<file path="config.mk">
export PLATFORM = sky130hd
export DESIGN_NAME = coef_code_encoder
export DESIGN_NICKNAME = d
export VERILOG_FILES = /design/src/rtl/coefenc_pkg.sv /design/src/rtl/coefenc_band_sel.sv /design/src/rtl/coefenc_pack.sv /design/src/rtl/coef_code_encoder.sv
export SDC_FILE = /design/constraint.sdc
export NUM_CORES = 1
export LEC_CHECK = 0
export BUFFER_PORTS_ARGS = -buffer_cell sky130_fd_sc_hd__buf_2
export CAP_MARGIN = 20
export CORE_MARGIN = 2
export CORE_UTILIZATION = 55
export CTS_CLUSTER_DIAMETER = 120
export DETAILED_ROUTE_END_ITERATION = 16
export GPL_TIMING_DRIVEN = 1
export PLACE_DENSITY = 0.88
export SYNTH_ARGS = -nofsm -noshare
export SYNTH_HDL_FRONTEND = slang
export SYNTH_SLANG_ARGS = --single-unit
export TNS_END_PERCENT = 100
</file>
<file path="constraint.sdc">
create_clock -name clk -period 5.19 [get_ports clk]
set_clock_uncertainty 0.1 [all_clocks]
set_input_delay 1.038 -clock clk [delete_from_list [all_inputs] [get_ports clk]]
set_output_delay 1.038 -clock clk [all_outputs]
set_load 0.03 [all_outputs]
</file>
<file path="src/rtl/coefenc_pkg.sv">
package coefenc_pkg;

   localparam int NUM_BANDS = 6;
   localparam int BAND_W    = 3;
   localparam int EXP_W     = 3;

   typedef logic [BAND_W-1:0] band_t;

   // Band 0 is the smallest magnitude range; exponent codes are not monotonic.
   function automatic logic [EXP_W-1:0] band_to_exp(input band_t b);
      logic [EXP_W-1:0] e;
      case (b)
         3'd0:    e = 3'd3;
         3'd1:    e = 3'd2;
         3'd2:    e = 3'd1;
         3'd3:    e = 3'd0;
         3'd4:    e = 3'd7;
         default: e = 3'd6;
      endcase
      return e;
   endfunction

endpackage

</file>
<file path="src/rtl/coefenc_band_sel.sv">
module coefenc_band_sel
   import coefenc_pkg::*;
#(
   parameter int RAW_W  = 63,
   parameter int MAG_W  = 34,
   parameter int FRAC_W = 32
) (
   input  logic [RAW_W-1:0] raw_mag,
   output logic [MAG_W-1:0] clip_mag,
   output band_t            band
);

   localparam logic [MAG_W-1:0] CLIP_MAX = {MAG_W{1'b1}};
   localparam int NUM_EDGES = NUM_BANDS - 1;
   localparam int EDGE_LO   = FRAC_W - 3;

   logic over;
   logic [NUM_EDGES-1:0] below;

   assign over     = |raw_mag[RAW_W-1:MAG_W];
   assign clip_mag = over ? CLIP_MAX : raw_mag[MAG_W-1:0];

   // Thermometer of "below edge k"; edges are 2^(FRAC_W-3+k).
   for (genvar k = 0; k < NUM_EDGES; k++) begin : g_edge
      localparam logic [MAG_W-1:0] EDGE = MAG_W'(1) << (EDGE_LO + k);
      assign below[k] = clip_mag < EDGE;
   end

   assign band = BAND_W'(NUM_EDGES) - BAND_W'($countones(below));

endmodule

</file>
<file path="src/rtl/coefenc_pack.sv">
module coefenc_pack
   import coefenc_pkg::*;
#(
   parameter int MAG_W   = 34,
   parameter int FRAC_W  = 32,
   parameter int MANT_W  = 9,
   parameter int GUARD_W = 3,
   localparam int WIN_W  = MANT_W + GUARD_W,
   localparam int OUT_W  = 1 + EXP_W + WIN_W
) (
   input  logic             sign,
   input  band_t            band,
   input  logic [MAG_W-1:0] clip_mag,
   output logic [OUT_W-1:0] code
);

   localparam int SHIFT_BASE = FRAC_W - 3 - WIN_W;
   localparam logic [MAG_W:0]   ROUND_ADD = (MAG_W+1)'(1) << (GUARD_W - 1);
   localparam logic [MAG_W:0]   WIN_MAX   = (MAG_W+1)'({WIN_W{1'b1}});
   localparam logic [WIN_W-1:0] KEEP_MASK = {{MANT_W{1'b1}}, {GUARD_W{1'b0}}};

   logic [WIN_W-1:0] cand [8];

   for (genvar b = 0; b < 8; b++) begin : g_win
      if (b < NUM_BANDS) begin : g_real
         logic [MAG_W:0]   rounded;
         logic [WIN_W-1:0] sat;
         assign rounded = {1'b0, clip_mag >> (SHIFT_BASE + b)} + ROUND_ADD;
         assign sat     = (rounded > WIN_MAX) ? WIN_MAX[WIN_W-1:0] : rounded[WIN_W-1:0];
         assign cand[b] = sat & KEEP_MASK;
      end else begin : g_pad
         assign cand[b] = '0;
      end
   end

   assign code = {sign, band_to_exp(band), cand[band]};

endmodule

</file>
<file path="src/rtl/coef_code_encoder.sv">
module coef_code_encoder
   import coefenc_pkg::*;
#(
   parameter int IN_W      = 64,
   parameter int FRAC_W    = 32,
   parameter int INT_W     = 2,
   parameter int MANT_W    = 9,
   parameter int SEQ_LEN   = 9,
   localparam int GUARD_W  = 3,
   localparam int OUT_W    = 1 + EXP_W + MANT_W + GUARD_W,
   localparam int IDX_W    = $clog2(SEQ_LEN) < 1 ? 1 : $clog2(SEQ_LEN)
) (
   input  logic             clk,
   input  logic             rst_n,
   input  logic             in_valid,
   output logic             in_ready,
   input  logic [IN_W-1:0]  in_coef,
   input  logic             seq_start,
   output logic             out_valid,
   input  logic             out_ready,
   output logic [OUT_W-1:0] out_code,
   output logic [IDX_W-1:0] out_idx,
   output logic             out_last
);

   localparam int RAW_W = IN_W - 1;
   localparam int MAG_W = FRAC_W + INT_W;
   localparam logic [IDX_W-1:0] IDX_END = IDX_W'(SEQ_LEN - 1);

   initial begin
      assert (MAG_W < RAW_W) else $error("magnitude width exceeds input");
      assert (FRAC_W >= MANT_W + GUARD_W + 3) else $error("fraction too narrow");
      assert (INT_W == 2) else $error("band layout assumes clamp below 4.0");
      assert (SEQ_LEN >= 2) else $error("run length too short");
   end

   // ---------------- stage 1: clamp and band select ----------------
   logic [MAG_W-1:0] clip_mag_c;
   band_t            band_c;

   coefenc_band_sel #(.RAW_W(RAW_W), .MAG_W(MAG_W), .FRAC_W(FRAC_W)) u_band (
      .raw_mag  (in_coef[RAW_W-1:0]),
      .clip_mag (clip_mag_c),
      .band     (band_c)
   );

   logic             s1_valid;
   logic             s1_sign;
   band_t            s1_band;
   logic [MAG_W-1:0] s1_mag;
   logic [IDX_W-1:0] s1_idx;

   logic out_take, accept;
   logic [IDX_W-1:0] seq_cnt, cur_idx;

   assign out_take = !out_valid || out_ready;
   assign in_ready = !s1_valid || out_take;
   assign accept   = in_valid && in_ready;
   assign cur_idx  = seq_start ? '0 : seq_cnt;

   always_ff @(posedge clk or negedge rst_n) begin
      if (!rst_n) begin
         seq_cnt <= '0;
      end else if (accept) begin
         seq_cnt <= (cur_idx == IDX_END) ? '0 : cur_idx + IDX_W'(1);
      end else if (seq_start) begin
         seq_cnt <= '0;
      end
   end

   always_ff @(posedge clk or negedge rst_n) begin
      if (!rst_n) begin
         s1_valid <= 1'b0;
         s1_sign  <= 1'b0;
         s1_band  <= '0;
         s1_mag   <= '0;
         s1_idx   <= '0;
      end else if (accept) begin
         s1_valid <= 1'b1;
         s1_sign  <= in_coef[IN_W-1];
         s1_band  <= band_c;
         s1_mag   <= clip_mag_c;
         s1_idx   <= cur_idx;
      end else if (out_take) begin
         s1_valid <= 1'b0;
      end
   end

   // ---------------- stage 2: window, round, pack ----------------
   logic [OUT_W-1:0] code_c;

   coefenc_pack #(.MAG_W(MAG_W), .FRAC_W(FRAC_W), .MANT_W(MANT_W), .GUARD_W(GUARD_W)) u_pack (
      .sign     (s1_sign),
      .band     (s1_band),
      .clip_mag (s1_mag),
      .code     (code_c)
   );

   always_ff @(posedge clk or negedge rst_n) begin
      if (!rst_n) begin
         out_valid <= 1'b0;
         out_code  <= '0;
         out_idx   <= '0;
         out_last  <= 1'b0;
      end else if (out_take) begin
         out_valid <= s1_valid;
         if (s1_valid) begin
            out_code <= code_c;
            out_idx  <= s1_idx;
            out_last <= (s1_idx == IDX_END);
         end
      end
   end

   // ---------------- assertions ----------------
   AST_OUT_HOLD: assert property (@(posedge clk) disable iff (!rst_n)
      out_valid && !out_ready |=> out_valid && $stable(out_code) && $stable(out_idx) && $stable(out_last));

   AST_READY_WHEN_EMPTY: assert property (@(posedge clk) disable iff (!rst_n)
      !out_valid |-> in_ready);

   AST_EXP_LEGAL: assert property (@(posedge clk) disable iff (!rst_n)
      out_valid |-> (out_code[OUT_W-2 -: EXP_W] != 3'd4) && (out_code[OUT_W-2 -: EXP_W] != 3'd5));

   AST_GUARD_ZERO: assert property (@(posedge clk) disable iff (!rst_n)
      out_valid |-> out_code[GUARD_W-1:0] == '0);

   AST_IDX_BOUND: assert property (@(posedge clk) disable iff (!rst_n)
      out_valid |-> out_idx <= IDX_END);

   AST_FILL_LATENCY: assert property (@(posedge clk) disable iff (!rst_n)
      !s1_valid && !out_valid && accept |=> !out_valid);

endmodule

</file>
==> metrics.txt <==
Initial DRC Count roughly 360; Post-Place Cells 645; met2 wire len 5.51 mm; Die ar. roughly 8100 sq um; critical-path cell list ha_1 -> nand4_1 -> or4_4 -> a22oi_4 -> and3_2 -> a21oi_1 -> o41a_1; Die X 90.1 um; worst r2r dst out_code[6]; count of final max-slew check failures 0; switching power 502 uW; Tmin final 3.66 ns; cts hold-fix bufs 0; GRT Resource Usage Total 0.297; Clk Latency, worst-skew pair between 0.3 and 0.4 ns; vias per inst 6.37; root buffer cell clkbuf_8; final setup margin ~1.5 ns; Worst Hold End out_code[14]; clock slew at reported path FFs approximately 0.1 ns; vias post-DR around 4200; Die Y-Extent 90.1 um; Core Box Area around 7000 sq um; worst reg-to-reg path cell count 7; switching share of power 0.423; Worst-Margin Slew 0.887 ns; FF-to-FF setup slack 1.53 ns; Clk pwr share 0.206; Sequential Area between 1000 and 1500 sq um; Multi-input gate area 2620 sq um; fmax 274 MHz; post-layout util 0.626; CP peak stage delay slightly above 0.7 ns; CP Max Fanout 13; GRT overflow 0; Initial Util 0.566; Gate power share 0.393; Clock Path Buffers 2; LEAKAGE roughly 1.9 nW; Distinct cells, synth 74; highest metal used met4; outcome completed; DRT Pass-1 Iters 5; hold_sp out_code[14]; vias in the first global route 3900; Rel. slew slack 0.407; Worst Setup Start Kind register; CP max-delay cell or4_4; PortBufs 71; first-pass GRT wire length just under 20 mm; ys flop type dfrtp_1; yosys warns 0; Cells after Synth between 500 and 600; period utilisation layout 0.704; cell-internal power 685 uW; Critical Path End Type register; routed wl met3 1.05 mm; # Max-Cap Violations 0; pre-CTS WS 1.36 ns; Worst VDD drop 0.141 mV; Hold Crit Class register to register; crit path DAT 3.76 ns; ANT nets after route 0; CTS Buf Count 5; global placement routability congestion a little under 1; Syn Area/Cell 7.97 sq um; post-synthesis register bit count 49; Worst Path Required 5.29 ns; setup violators final 0; Area after DPL around 4400 sq um; sequential share of power 0.401; Final Power approximately 1.2 mW; P&R area growth vs syn 10.6%; share of cells above drive strength 1 0.173; Cell Pwr Density about 260 nW/um^2; class of the most critical setup path register to register; Top Ports 92; pin count of the biggest net entering global routing 50; WHS approximately 0.38 ns; H-tree levels 2; DRT met1 WL 5.07 mm; design area roughly 4500 sq um; EDFF count, synth 0; commonest non-fill, non-tap cell in the layout buf_2; sequential fraction of the synthesis area 0.300; reg-to-reg startpoint s1_mag[23]; fillcell total 649; Final Net Count 640; Worst Hold Depth 2; unrepaired setup endpoints after global routing no; # rows 31; WL final 12.0 mm; number of post-CTS setup repair buffers 0; setup TNS 0 ns; WL/cell 18.3 um; clk sinks 49; Hold Vio Cnt, Final 0; fin cells 654; most frequent cells in the layout 71 x buf_2, 62 x nand2_1, 49 x dfrtp_1, 46 x nor2_1, 31 x a21oi_1; CTS tree done; CTS resizes 0; n_diodes 0; antenna violations before repair 0; Mapped Area 4080 sq um; Post-synth ARST share 1.00; post-DP HPWL 8.66 mm; Residual DRC 0
[how the worst max path moves through the flow]
stage,from,endpoint,slack (ns)
2_1_floorplan,in_coef[56],s1_band[0],2.07
3_3_place_gp,in_coef[56],s1_band[0],1.41
3_5_place_dp,in_coef[56],s1_band[0],1.36
4_1_cts,s1_mag[23],out_code[6],1.64
5_1_grt,s1_mag[23],out_code[6],1.40
6_report,s1_mag[23],out_code[6],1.53
[cells by family (layout without fill, tap and decap cells)]
kind of cell / count (synthesis) / count (layout) / synth area share
flops: 49 / 49 / 0.300
other cells: 1 / 3 / 0.000919
compound gates: 133 / 133 / 0.222
xor+xnor: 44 / 44 / 0.0944
fa+ha+maj: 17 / 17 / 0.0540
buf+inv: 55 / 96 / 0.0586
simple gates: 210 / 210 / 0.262
mux: 3 / 3 / 0.00736
[flip-flops by register name, summed over array words and instances (netlist names)]
name	count
s1_mag	17
out_code	13
out_idx	4
s1_idx	4
seq_cnt	4
s1_band	3
out_last	1
out_valid	1
s1_sign	1
s1_valid	1
[power by group through the flow]
stage / Clock (mW) / Combinational (mW) / Sequential, mW
after CTS: 0.248 / 0.458 / 0.475
after detailed placement: 0 / 0.455 / 0.482
after floorplan: 0 / 0.296 / 0.508
after global placement: 0 / 0.447 / 0.480
final: 0.244 / 0.466 / 0.476
after global routing: 0.267 / 0.506 / 0.482
[synth_stat cells, drive strengths merged (16+ instances only)]
cell / count / area (sq um)
nand2: 62 / 233
dfrtp: 49 / 1230
nor2: 46 / 173
o21ai: 34 / 174
a21oi: 31 / 155
xnor2: 28 / 245
nor3: 22 / 110
buf: 21 / 111
clkbuf: 21 / 78.8
ha: 16 / 200
nand3: 16 / 85.1
xor2: 16 / 140
[cell type report]
class | instances | area share
clock buffer | 5 | 0.0152
multi-input combinational | 410 | 0.581
tap | 99 | 0.0274
timing repair buffer | 75 | 0.0881
sequential | 49 | 0.272
inverter | 13 | 0.0108
clock inverter | 3 | 0.00582
[routing by layer]
| layer | up-vias | track usage |
|---|---|---|
| met1 | 1943 | 0.405 |
| met3 | 35 | 0.0578 |
| met5 | - | 0 |
| met4 | 0 | 0.109 |
| li1 | 1940 | - |
| met2 | 246 | 0.472 |
[worst max-delay path, delay by kind of cell, from the launching register on]
kind	cells	cell delay, ns
compound gates	3	0.73
fa+ha+maj	1	0.55
simple gates	3	1.55
flops	1	0.61
(Power assumes the default switching activity.)
